--- config.mk ---
export PLATFORM = sky130hd
export DESIGN_NAME = dbg_trig_combiner
export DESIGN_NICKNAME = d
export VERILOG_FILES = /design/src/rtl/dbg_trig_combiner.sv
export SDC_FILE = /design/constraint.sdc
export NUM_CORES = 1
export LEC_CHECK = 0
export ABC_AREA = 1
export CAP_MARGIN = 20
export CORE_MARGIN = 10
export CORE_UTILIZATION = 39
export DETAILED_ROUTE_END_ITERATION = 10
export PLACE_DENSITY = 0.72
export SYNTH_ARGS = -nofsm -noshare
export SYNTH_HDL_FRONTEND = slang
export SYNTH_SLANG_ARGS = --single-unit
export TNS_END_PERCENT = 10
--- constraint.sdc ---
create_clock -name clk -period 1.1 [get_ports clk]
set_input_delay 0.22 -clock clk [delete_from_list [all_inputs] [get_ports clk]]
set_output_delay 0.22 -clock clk [all_outputs]
set_load 0.005 [all_outputs]
--- src/rtl/dbg_trig_combiner.sv ---
module dbg_trig_combiner #(
  parameter int NPAIR        = 5,
  parameter int NOCHAIN_PAIR = 1
) (
  input  logic              clk,
  input  logic              rst,
  input  logic              cfg_we,
  input  logic              cfg_sel,
  input  logic [2*NPAIR-1:0] cfg_wdata,
  input  logic [2*NPAIR-1:0] trig_hit,
  input  logic [2*NPAIR-1:0] trig_timing,
  output logic [2*NPAIR-1:0] fire,
  output logic              trap_now,
  output logic              trap_next,
  output logic              any_hit
);
  localparam int NTRIG = 2 * NPAIR;

  logic [NTRIG-1:0] en_q, live, fire_d, fire_q;
  logic [NPAIR-1:0] chain_q;
  logic             now_q, next_q, hit_q;

  assign live = trig_hit & en_q;

  for (genvar i = 0; i < NPAIR; i++) begin : g_pair
    logic a, b, same;
    assign a    = live[2*i];
    assign b    = live[2*i+1];
    assign same = trig_timing[2*i] == trig_timing[2*i+1];

    if (i == NOCHAIN_PAIR) begin : g_free
      assign fire_d[2*i+1:2*i] = {b, a};

      AST_NOCHAIN_INDEP: assert property (@(posedge clk) disable iff (rst)
        fire_q[2*i+1:2*i] == $past(live[2*i+1:2*i]));
    end else begin : g_chain
      assign fire_d[2*i+1:2*i] = chain_q[i] ? {2{a & b & same}} : {b, a};

      AST_CHAIN_BOTH: assert property (@(posedge clk) disable iff (rst)
        ($past(chain_q[i]) && !($past(live[2*i]) && $past(live[2*i+1])))
        |-> fire_q[2*i+1:2*i] == 2'b00);
      AST_CHAIN_TIMING: assert property (@(posedge clk) disable iff (rst)
        ($past(chain_q[i]) && ($past(trig_timing[2*i]) != $past(trig_timing[2*i+1])))
        |-> fire_q[2*i+1:2*i] == 2'b00);
    end
  end

  always_ff @(posedge clk) begin
    if (rst) begin
      en_q    <= '0;
      chain_q <= '0;
      fire_q  <= '0;
      now_q   <= 1'b0;
      next_q  <= 1'b0;
      hit_q   <= 1'b0;
    end else begin
      if (cfg_we) begin
        if (cfg_sel) chain_q <= cfg_wdata[NPAIR-1:0];
        else         en_q    <= cfg_wdata;
      end
      fire_q <= fire_d;
      now_q  <= |(fire_d & ~trig_timing);
      next_q <= |(fire_d & trig_timing);
      hit_q  <= |fire_d;
    end
  end

  assign fire      = fire_q;
  assign trap_now  = now_q;
  assign trap_next = next_q;
  assign any_hit   = hit_q;

  AST_DISABLED_SILENT: assert property (@(posedge clk) disable iff (rst)
    (fire_q & ~$past(en_q)) == '0);
  AST_NO_SPURIOUS: assert property (@(posedge clk) disable iff (rst)
    (fire_q & ~$past(trig_hit)) == '0);
  AST_TRAP_NOW: assert property (@(posedge clk) disable iff (rst)
    now_q == |(fire_q & ~$past(trig_timing)));
  AST_TRAP_NEXT: assert property (@(posedge clk) disable iff (rst)
    next_q == |(fire_q & $past(trig_timing)));
  AST_HIT_FLAG: assert property (@(posedge clk) disable iff (rst)
    hit_q == (now_q | next_q));
endmodule

==> results of run 1 <==
logic make-up (layout without fill, tap and decap cells):
logic type / Yosys count / in the layout
AO/OA/AOI/OAI: 26 / 26
buffers and inverters: 26 / 100
flip-flops: 27 / 27
AND/OR/NAND/NOR: 112 / 112
what timing repair did:
item                                    4_1_cts  5_1_grt
pin swaps                                     4        3
gates resized for setup                      41       28
hold buffers                                  0        0
endpoints found under the setup margin       16       24
buffers inserted                              2        2
state kept, by name, summed over array words and instances (netlist names):
register and flops:
fire 10, trap_now 1, trap_next 1, en_q 10
any_hit 1, chain_q 4
placed cells by master, fill, tap and decap left out, drive strengths merged:
master,count
clkdlybuf4s50,25
clkdlybuf4s15,1
o21ai,14
buf,27
dfxtp,27
inv,23
dlygate4sd2,8
nand4,1
nand3,13
o22ai,1
nor2,35
clkbuf,16
a21oi,11
nand2,63
stage by stage:
stage	hold slack, ns	cell area [µm²]	instances	utilization, %
floorplan	0.3549	1235	191	-
global route	0.4382	1948	309	63.81
finish	0.4261	1948	309	63.81
CTS	0.4344	1966	307	64.39
detailed placement	0.4800	1921	301	62.91
global placement	0.4674	1921	301	62.91
worst paths after layout:
check | end | slack [ns] | cells after the start
min | fire[5] | 0.43 | 5
min reg2reg | chain_q[2] | 0.50 | 2
max reg2reg | trap_now | -0.03 | 10
max | trap_now | -0.07 | 11
worst max-delay path: stages:
cell and delay (ns):
clkdlybuf4s50_1 0.51, nand2_2 0.07, nor2_2 0.10, nand3_2 0.13, nand2_2 0.11, nand2_1 0.05, nand2_1 0.06, inv_1 0.04
nand3_1 0.07, nand2_1 0.05, inv_1 0.04
routing by layer:
| metal | part of all wire (%) | up-vias |
|---|---|---|
| met3 | 7.0 | 4 |
| met5 | 0 | - |
| li1 | - | 739 |
| met4 | 0.73 | 0 |
| met1 | 48 | 570 |
| met2 | 44 | 38 |
where the power goes:
| group | leakage [nW] | switching [mW] | internal, mW |
|---|---|---|---|
| registers | 0.227 | 0.0245 | 1.04 |
| clock network | 0.0150 | 0.287 | 0.142 |
| logic | 0.744 | 0.186 | 0.228 |
layout make-up:
cell class / count / share of cell area [%]
clock buffers: 4 / 1.349
repair buffers: 73 / 31.09
well taps: 44 / 2.826
flip-flops and latches: 27 / 28.58
inverters: 23 / 4.432
multi-input cells: 138 / 31.73
==> metrics.cfg, run 1 <==
[routing]
vias=1351
vias_per_cell=4.372
drtPass1Iterations=4
drt_iter0_markers=68
ant_nets=0
wire_per_inst_um=11.14
routed_wl_mm=3.441
route.detailed.drc=0

[synthesis]
synth_top_area_share_pct=43.77
synth_xor_area_share_pct=0
synthFlopType=dfxtp_1
synth_seq_area_share_pct=43.77
ys_types=16
synth.cell_area_um2=1235
synthMuxAreaShare_pct=0
yosysMostFrequentCell=nand2_1
synth_compound_area_share_pct=10.64
synth-seq-cells=27
yosys-top-cells-count=nand2_1 (57), nor2_1 (34), dfxtp_1 (27)
synth.area.top_cells=dfxtp_1 (44%), nand2_1 (17%), nor2_1 (10%), inv_1 (6.4%), o21ai_0 (5.7%)
yosys_warnings=0
synth_edf_count=0
synth_top_family_by_area=simple AND/OR/NAND/NOR gates
async_flop_share_pct=0
yosysTopAreaCell=dfxtp_1
synthCells=191
synthAdderAreaFrac_pct=0
syn_area_per_cell_um2=6.466
syn-num-nets=225
synthSimpleGateAreaFrac_pct=37.39

[min_path]
min-delay-start=trig_timing[4]
min_path_type=in -> reg

[pwr]
p_leak_nw=0.9852
power_density_nw_per_um2=978.4
ir_worst_vdd_uv=578.7
power.total_mw=1.906

[timing]
setup_slack_ns=-0.06605
grt_setup_unrepaired=yes
fin_crit_ns=1.166
timing.final.max_slew_violations=0
fin_worst_skew_ns=0.002658
max_slew.worst_pin.slew_ns=0.2266
hold_violations=0
period_share_pct=106.0
finalSetupTns_ns=-0.1564
max_freq_mhz=857.6
maxSlewHeadroom_pct=84.85
setup_viol=3

[setup_path]
start_kind=input port
crit_type=in -> reg
r2r-start=en_q[8]
startpoint=trig_hit[8]
cp_max_fo=4
crit_arrival_ns=1.45
crit_required_ns=1.38
critPathCaptureType=flip-flop

[clocking]
cts-htree-levels=1
worstSkewPairLatency_ns=0.32
cts_root_buf=clkbuf_4
cts_sinks=27
cts_buffer_depth=2
cts_tree=built
cts_buffers=3
clkSlewWorstSetupHoldPaths_ns=0.14

[global_routing]
grt_pass1_wl_mm=5.423
gr-usage-met2_pct=16.75
gr-total-overflow=0
grt_max_degree=17
antenna_found_initial=0
busiest_layer=met2
grtUsageMet3_pct=3.656
grt_pass1_vias=1226
grt.total_usage_pct=10.83
use_met1_pct=13.98

[die]
fp.coreArea_um2=3053
die_y_um=76.27
start_util_pct=40.45
dieArea_um2=5817
rows=20
die_w_um=76.27
io_pins=47

[cells_and_area]
nets=300
area_growth_pct=57.75
fill_cells=307
regArea_um2=556.8
multi_input_area_um2=618.1
drive_gt1_share_pct=27.92
antenna_cells=0

[status]
status=complete, but fails checks
violations=setup timing

[placed_design]
io_buffer_count=46
gp_congestion=0.8420
pre_cts_slack_ns=-0.4922
dpl.hpwl_mm=2.687

[flow_run]
drv_cap=0

No activity file was read; power rests on OpenSTA's default activity.
==> run 2, diff against run 1 <==
--- a/config.mk
+++ b/config.mk
@@ -8,9 +8,9 @@
 export ABC_AREA = 1
 export CAP_MARGIN = 20
 export CORE_MARGIN = 10
-export CORE_UTILIZATION = 39
+export CORE_UTILIZATION = 43
 export DETAILED_ROUTE_END_ITERATION = 10
-export PLACE_DENSITY = 0.72
+export PLACE_DENSITY = 0.79
 export SYNTH_ARGS = -nofsm -noshare
 export SYNTH_HDL_FRONTEND = slang
 export SYNTH_SLANG_ARGS = --single-unit
==> metrics.cfg, run 2 (synthesis results as in run 1) <==
[setup_path]
worst-path-buf-inv=1  ; -2
crit_type=reg -> reg
crit_arrival_ns=1.38  ; -0.07 ns
critPathMaxStageDelay_ns=0.35  ; -0.16 ns
cp_max_fo=3  ; -1
crit_top_cell=nand2_1
start_kind=flip-flop
crit_required_ns=1.34  ; -0.04 ns
critPathCaptureType=flip-flop
cp_top_family=simple AND/OR/NAND/NOR gates
crit_chain=nand2_1 -> nor2_2 -> nand2_2 -> nand2_1 -> nand2_1 -> nand2_2 -> nor2_2 -> nand3_1 -> nand2_1 -> inv_1
critPathSlowestCell=dfxtp_2

[routing]
route.detailed.drc=0  ; unchanged
vias_per_cell=4.807  ; +10%
ant_nets=0  ; unchanged
vias=1423  ; +5.3%
drt_iter0_markers=81  ; +19%
drtPass1Iterations=4  ; unchanged
routed_wl_mm=3.633  ; +5.6%
wire_per_inst_um=12.27  ; +10%

[timing]
period_share_pct=103.3  ; -2.7 points
max_freq_mhz=879.8  ; +2.6%
grt_setup_unrepaired=yes
fin_crit_ns=1.137  ; -0.02942 ns
max_slew.worst_pin.slew_ns=0.1838  ; -0.04285 ns
setup_slack_ns=-0.03663  ; +0.02942 ns
fin_worst_skew_ns=0.002820  ; +0.0001626 ns
setup_viol=2  ; -1
timing.final.max_slew_violations=0  ; unchanged
hold_violations=0  ; unchanged
maxSlewHeadroom_pct=87.62  ; +2.8 points

[cells_and_area]
final_common_cell=nand2_1
final_area_um2=1961  ; +0.64%
nets=300  ; unchanged
utilization_pct=71.10  ; +7.3 points
antenna_cells=0  ; unchanged
drive_gt1_share_pct=31.70  ; +3.8 points
area_growth_pct=58.76
final_cell_mix=nand2_1 (46), nor2_1 (29), buf_4 (26)
instances_no_fill=296  ; -4.2%

[clocking]
cts_buffer_depth=2  ; unchanged
worstSkewPairLatency_ns=0.32  ; about the same
ctsHoldBuffers=0  ; unchanged
clkSlewWorstSetupHoldPaths_ns=0.15  ; about the same
cts-htree-levels=1  ; unchanged
cts_root_buf=clkbuf_4
cts_tree=built
cts_sinks=27  ; unchanged
cts_buffers=3  ; unchanged

[global_routing]
grt_pass1_vias=1371  ; +12%
grt_pass1_wl_mm=5.830  ; +7.5%
grt_max_degree=16  ; -1
grt.total_usage_pct=13.01  ; +2.2 points
antenna_found_initial=0  ; unchanged
gr-total-overflow=0  ; unchanged

[die]
fp.coreArea_um2=2758  ; -9.7%
io_pins=47  ; unchanged
die_y_um=73.59  ; -3.5%
die_w_um=73.59  ; -3.5%
start_util_pct=44.78  ; +4.3 points
dieArea_um2=5415  ; -6.9%
rows=19  ; -5.0%

[status]
status=complete, but fails checks
violations=setup timing

[placed_design]
place_area_um2=1919  ; about the same
dpl.hpwl_mm=2.843  ; +5.8%
dp.cells=290  ; -3.7%
io_buffer_count=46  ; unchanged
gp_congestion=0.8192  ; -2.7%

[min_path]
min_path_type=in -> reg

[flow_run]
drv_cap=0  ; unchanged

[pwr]
p_leak_nw=1.005  ; +2.0%
ir_worst_vdd_uv=816.0  ; +41%
power_density_nw_per_um2=980.6  ; +0.23%

-- run 2: cell count changes in the layout (fill, tap and decap cells not counted), sizes merged --
cell	change
inv	-1
clkbuf	-1
clkdlybuf4s15	-1
buf	+1
clkinv	+2
dlymetal6s2s	+2
dlygate4sd2	-2
-- run 2: area by class of cell --
type | count | area [µm²]
clock buffers | 3 | 22.52
well taps | 31 | 38.79
inverters | 23 | 86.33
repair buffers | 73 | 608.1
flip-flops and latches | 27 | 556.8
multi-input cells | 138 | 643.1
fillers | 251 | 797.0
clock inverters | 1 | 5.005
-- run 2: path summary, 6_finish.rpt --
kind | startpoint | slack, ns | endpoint | cells after the start
setup / recovery | en_q[4] | -0.04 | trap_next | 10
hold / removal | trig_hit[5] | 0.24 | fire[5] | 3
setup reg to reg | en_q[4] | -0.04 | trap_next | 10
hold reg to reg | chain_q[2] | 0.51 | chain_q[2] | 2
-- run 2: report_power, final --
part           total [mW]  internal [mW]  switching, mW
clock               0.430          0.136          0.293
sequential           1.07           1.04         0.0272
combinational       0.427          0.230          0.197
total                1.92           1.40          0.518
-- run 2: metal layers --
layer  share of wire (%)  track usage [%]  vias up
met5                   0                0        -
met4                0.85            4.141        0
met3                 4.3            3.230        2
met2                  50            22.54       46
met1                  44            15.17      636
li1                    -                -      739
-- run 2: stage by stage --
stage | setup slack [ns] | power (mW) | TNS, ns | hold WS [ns]
6_report | -0.03663 | 1.923 | -0.06253 | 0.2397
3_5_place_dp | -0.5201 | 1.517 | -6.231 | 0.4747
4_1_cts | -0.02229 | 1.917 | -0.04291 | 0.4293
2_1_floorplan | 0.1140 | 1.238 | 0 | 0.3549
3_3_place_gp | -0.4594 | 1.507 | -5.547 | 0.4658
5_1_grt | -0.1349 | 2.032 | -0.4017 | 0.2554
-- run 2: timing repair --
item / in CTS / in global routing
resized for setup: 40 / 39
pin swaps: 1 / 12
setup endpoints to repair: 16 / 27
buffers inserted: 0 / 2
-- run 2: worst min-delay path, cell delays in order --
cell and delay, ns:
dlymetal6s2s_1 0.15, nand3_2 0.10, a21oi_1 0.06
==> run 3, diff against run 2 <==
--- a/config.mk
+++ b/config.mk
@@ -10,7 +10,7 @@
 export CORE_MARGIN = 10
 export CORE_UTILIZATION = 43
 export DETAILED_ROUTE_END_ITERATION = 10
-export PLACE_DENSITY = 0.79
+export PLACE_DENSITY_LB_ADDON = 0.3
 export SYNTH_ARGS = -nofsm -noshare
 export SYNTH_HDL_FRONTEND = slang
 export SYNTH_SLANG_ARGS = --single-unit
==> metrics.cfg, run 3 (synthesis results as in run 1) <==
[cells_and_area]
final_common_cell=nand2_1
final_cell_mix=nand2_1 (45), nor2_1 (31), buf_4 (29)
drive_gt1_share_pct=32.58  ; +0.89 points
final_area_um2=1991  ; +1.5%
area_growth_pct=61.20
instances_no_fill=298  ; +0.68%
nets=302  ; +0.67%
antenna_cells=0  ; unchanged

[setup_path]
timing.rr.end=any_hit
start_kind=input port
crit_required_ns=1.34  ; about the same
critPathSlowestCell=clkdlybuf4s50_1
regToRegSetupSlack_ns=-0.06  ; -0.02 ns
critPathMaxStageDelay_ns=0.45  ; +0.10 ns
crit_type=in -> reg
worstSetupPathDepth=10  ; unchanged
cp_max_fo=3  ; unchanged
r2r-start=en_q[9]
critPathCaptureType=flip-flop
worst-path-buf-inv=4  ; +3
cp_top_family=buffers and inverters
crit_chain=clkdlybuf4s50_1 -> inv_1 -> nand2_1 -> nand3_2 -> nand2_2 -> buf_4 -> nor2_1 -> nand4_1 -> nand2_1 -> inv_1
r2r_cells=9  ; -1
crit_arrival_ns=1.44  ; +0.06 ns

[timing]
hold_ws_ns=0.3484  ; +0.1087 ns
setup_slack_ns=-0.09323  ; -0.05660 ns
fin_worst_skew_ns=0.02295  ; +0.02012 ns
period_share_pct=108.5  ; +5.1 points
max_slew.worst_pin.slew_ns=0.2064  ; +0.02260 ns
maxSlewHeadroom_pct=86.21  ; -1.4 points
fin_crit_ns=1.193  ; +0.05660 ns
hold_violations=0  ; unchanged
max_freq_mhz=838.1  ; -4.7%
timing.final.max_slew_violations=0  ; unchanged
grt_setup_unrepaired=yes
setup_viol=6  ; +4

[min_path]
holdPathEnd=fire[1]
hold_depth=4  ; +1
min-delay-start=trig_hit[1]
min_path_type=in -> reg

[die]
dieArea_um2=5415  ; unchanged
rows=19  ; unchanged
fp.coreArea_um2=2758  ; unchanged
start_util_pct=44.78  ; unchanged
io_pins=47  ; unchanged
die_w_um=73.59  ; unchanged
die_y_um=73.59  ; unchanged

[pwr]
ir_worst_vdd_uv=1044  ; +28%
clkPwrFrac_pct=23.4  ; +1.1 points
seqPwrFrac_pct=54.5  ; -1.0 points
p_leak_nw=1.006  ; +0.11%
p_switching_mw=0.5310  ; +2.6%
p_int_mw=1.419  ; +1.0%
swShare_pct=27.23  ; +0.31 points
power_density_nw_per_um2=979.6  ; -0.10%
pwr-share-comb_pct=22.1  ; about the same

[status]
violations=setup timing
status=complete, but fails checks

[clocking]
clkSlewWorstSetupHoldPaths_ns=0.16  ; about the same
cts-htree-levels=1  ; unchanged
cts_buffer_depth=2  ; unchanged
cts_buffers=3  ; unchanged
cts_root_buf=clkbuf_4
cts_sinks=27  ; unchanged
worstSkewPairLatency_ns=0.34  ; +0.02 ns
cts_tree=built

[routing]
route.detailed.drc=0  ; unchanged
wire_per_inst_um=12.07  ; -1.6%
routed_wl_mm=3.598  ; -0.96%
vias=1425  ; +0.14%
vias_per_cell=4.782  ; -0.53%
drt_iter0_markers=54  ; -33%
ant_nets=0  ; unchanged
drtPass1Iterations=4  ; unchanged

[placed_design]
place_area_um2=1914  ; -0.26%
dp.cells=291  ; +0.34%
pre_cts_slack_ns=-0.4993  ; +0.02078 ns
dpl.hpwl_mm=2.781  ; -2.2%
gp_congestion=0.7840  ; -4.3%
io_buffer_count=46  ; unchanged

[global_routing]
grt.total_usage_pct=12.69  ; -0.31 points
grt_pass1_wl_mm=5.561  ; -4.6%
antenna_found_initial=0  ; unchanged
grt_pass1_vias=1239  ; -9.6%
gr-total-overflow=0  ; unchanged
grt_max_degree=18  ; +2

[flow_run]
drv_cap=0  ; unchanged

[run 3: changes by cell type in the layout (fill, tap and decap cells not counted), moves of 3 or more]
cell	previous run	this run
buf_2	1	4
inv_1	21	18
clkbuf_2	12	8
nor2_2	6	3
buf_4	26	29
[run 3: worst max path at each step]
stage	end	slack, ns	startpoint
final	any_hit	-0.09	trig_timing[8]
after global routing	trap_next	-0.16	en_q[1]
after CTS	trap_next	-0.02	trig_hit[8]
after detailed placement	trap_now	-0.50	trig_timing[4]
after global placement	trap_now	-0.47	trig_timing[4]
after floorplan	trap_next	0.11	en_q[8]
[run 3: cell type report]
| class | count | area (µm²) |
|---|---|---|
| clock buffers | 3 | 22.52 |
| clock inverters | 1 | 8.758 |
| fillers | 238 | 767.0 |
| inverters | 23 | 90.09 |
| multi-input cells | 138 | 663.1 |
| flip-flops and latches | 27 | 554.3 |
| well taps | 31 | 38.79 |
| repair buffers | 75 | 613.1 |
[run 3: per-layer routing]
layer	GRT usage, %	vias to the layer above	part of all wire (%)
met2	20.83	32	50
met1	15.13	641	44
met3	4.441	5	5.2
li1	-	747	-
met5	0	-	0
met4	3.727	0	0.92
[run 3: power groups by stage]
stage	Combinational [mW]	Sequential (mW)	Clock (mW)
2_1_floorplan	0.160	1.08	0
3_3_place_gp	0.425	1.08	0
3_5_place_dp	0.431	1.08	0
4_1_cts	0.417	1.06	0.462
5_1_grt	0.484	1.07	0.497
6_report	0.432	1.06	0.456
[run 3: repair_timing]
item,CTS,global route
gates resized for setup,49,36
setup endpoints to repair,16,15
pin swaps,2,10
hold buffers,0,0
setup buffers,0,3
endpoints found under the hold margin,0,0
[run 3: worst register-to-register path, cell delays in order, from the launching register on]
cell	delay (ns)
dfxtp_2	0.36
nand2_1	0.09
nor2_2	0.05
nand3_2	0.08
nand2_2	0.08
buf_4	0.14
nor2_1	0.09
nand4_1	0.08
nand2_1	0.06
inv_1	0.03
[run 3: per-stage QoR]
step / utilization, % / power (mW) / TNS, ns
global placement: 69.42 / 1.502 / -5.814
global route: 72.19 / 2.050 / -0.6905
CTS: 70.42 / 1.938 / -0.03591
finish: 72.19 / 1.950 / -0.3076
floorplan: - / 1.238 / 0
detailed placement: 69.42 / 1.509 / -6.384
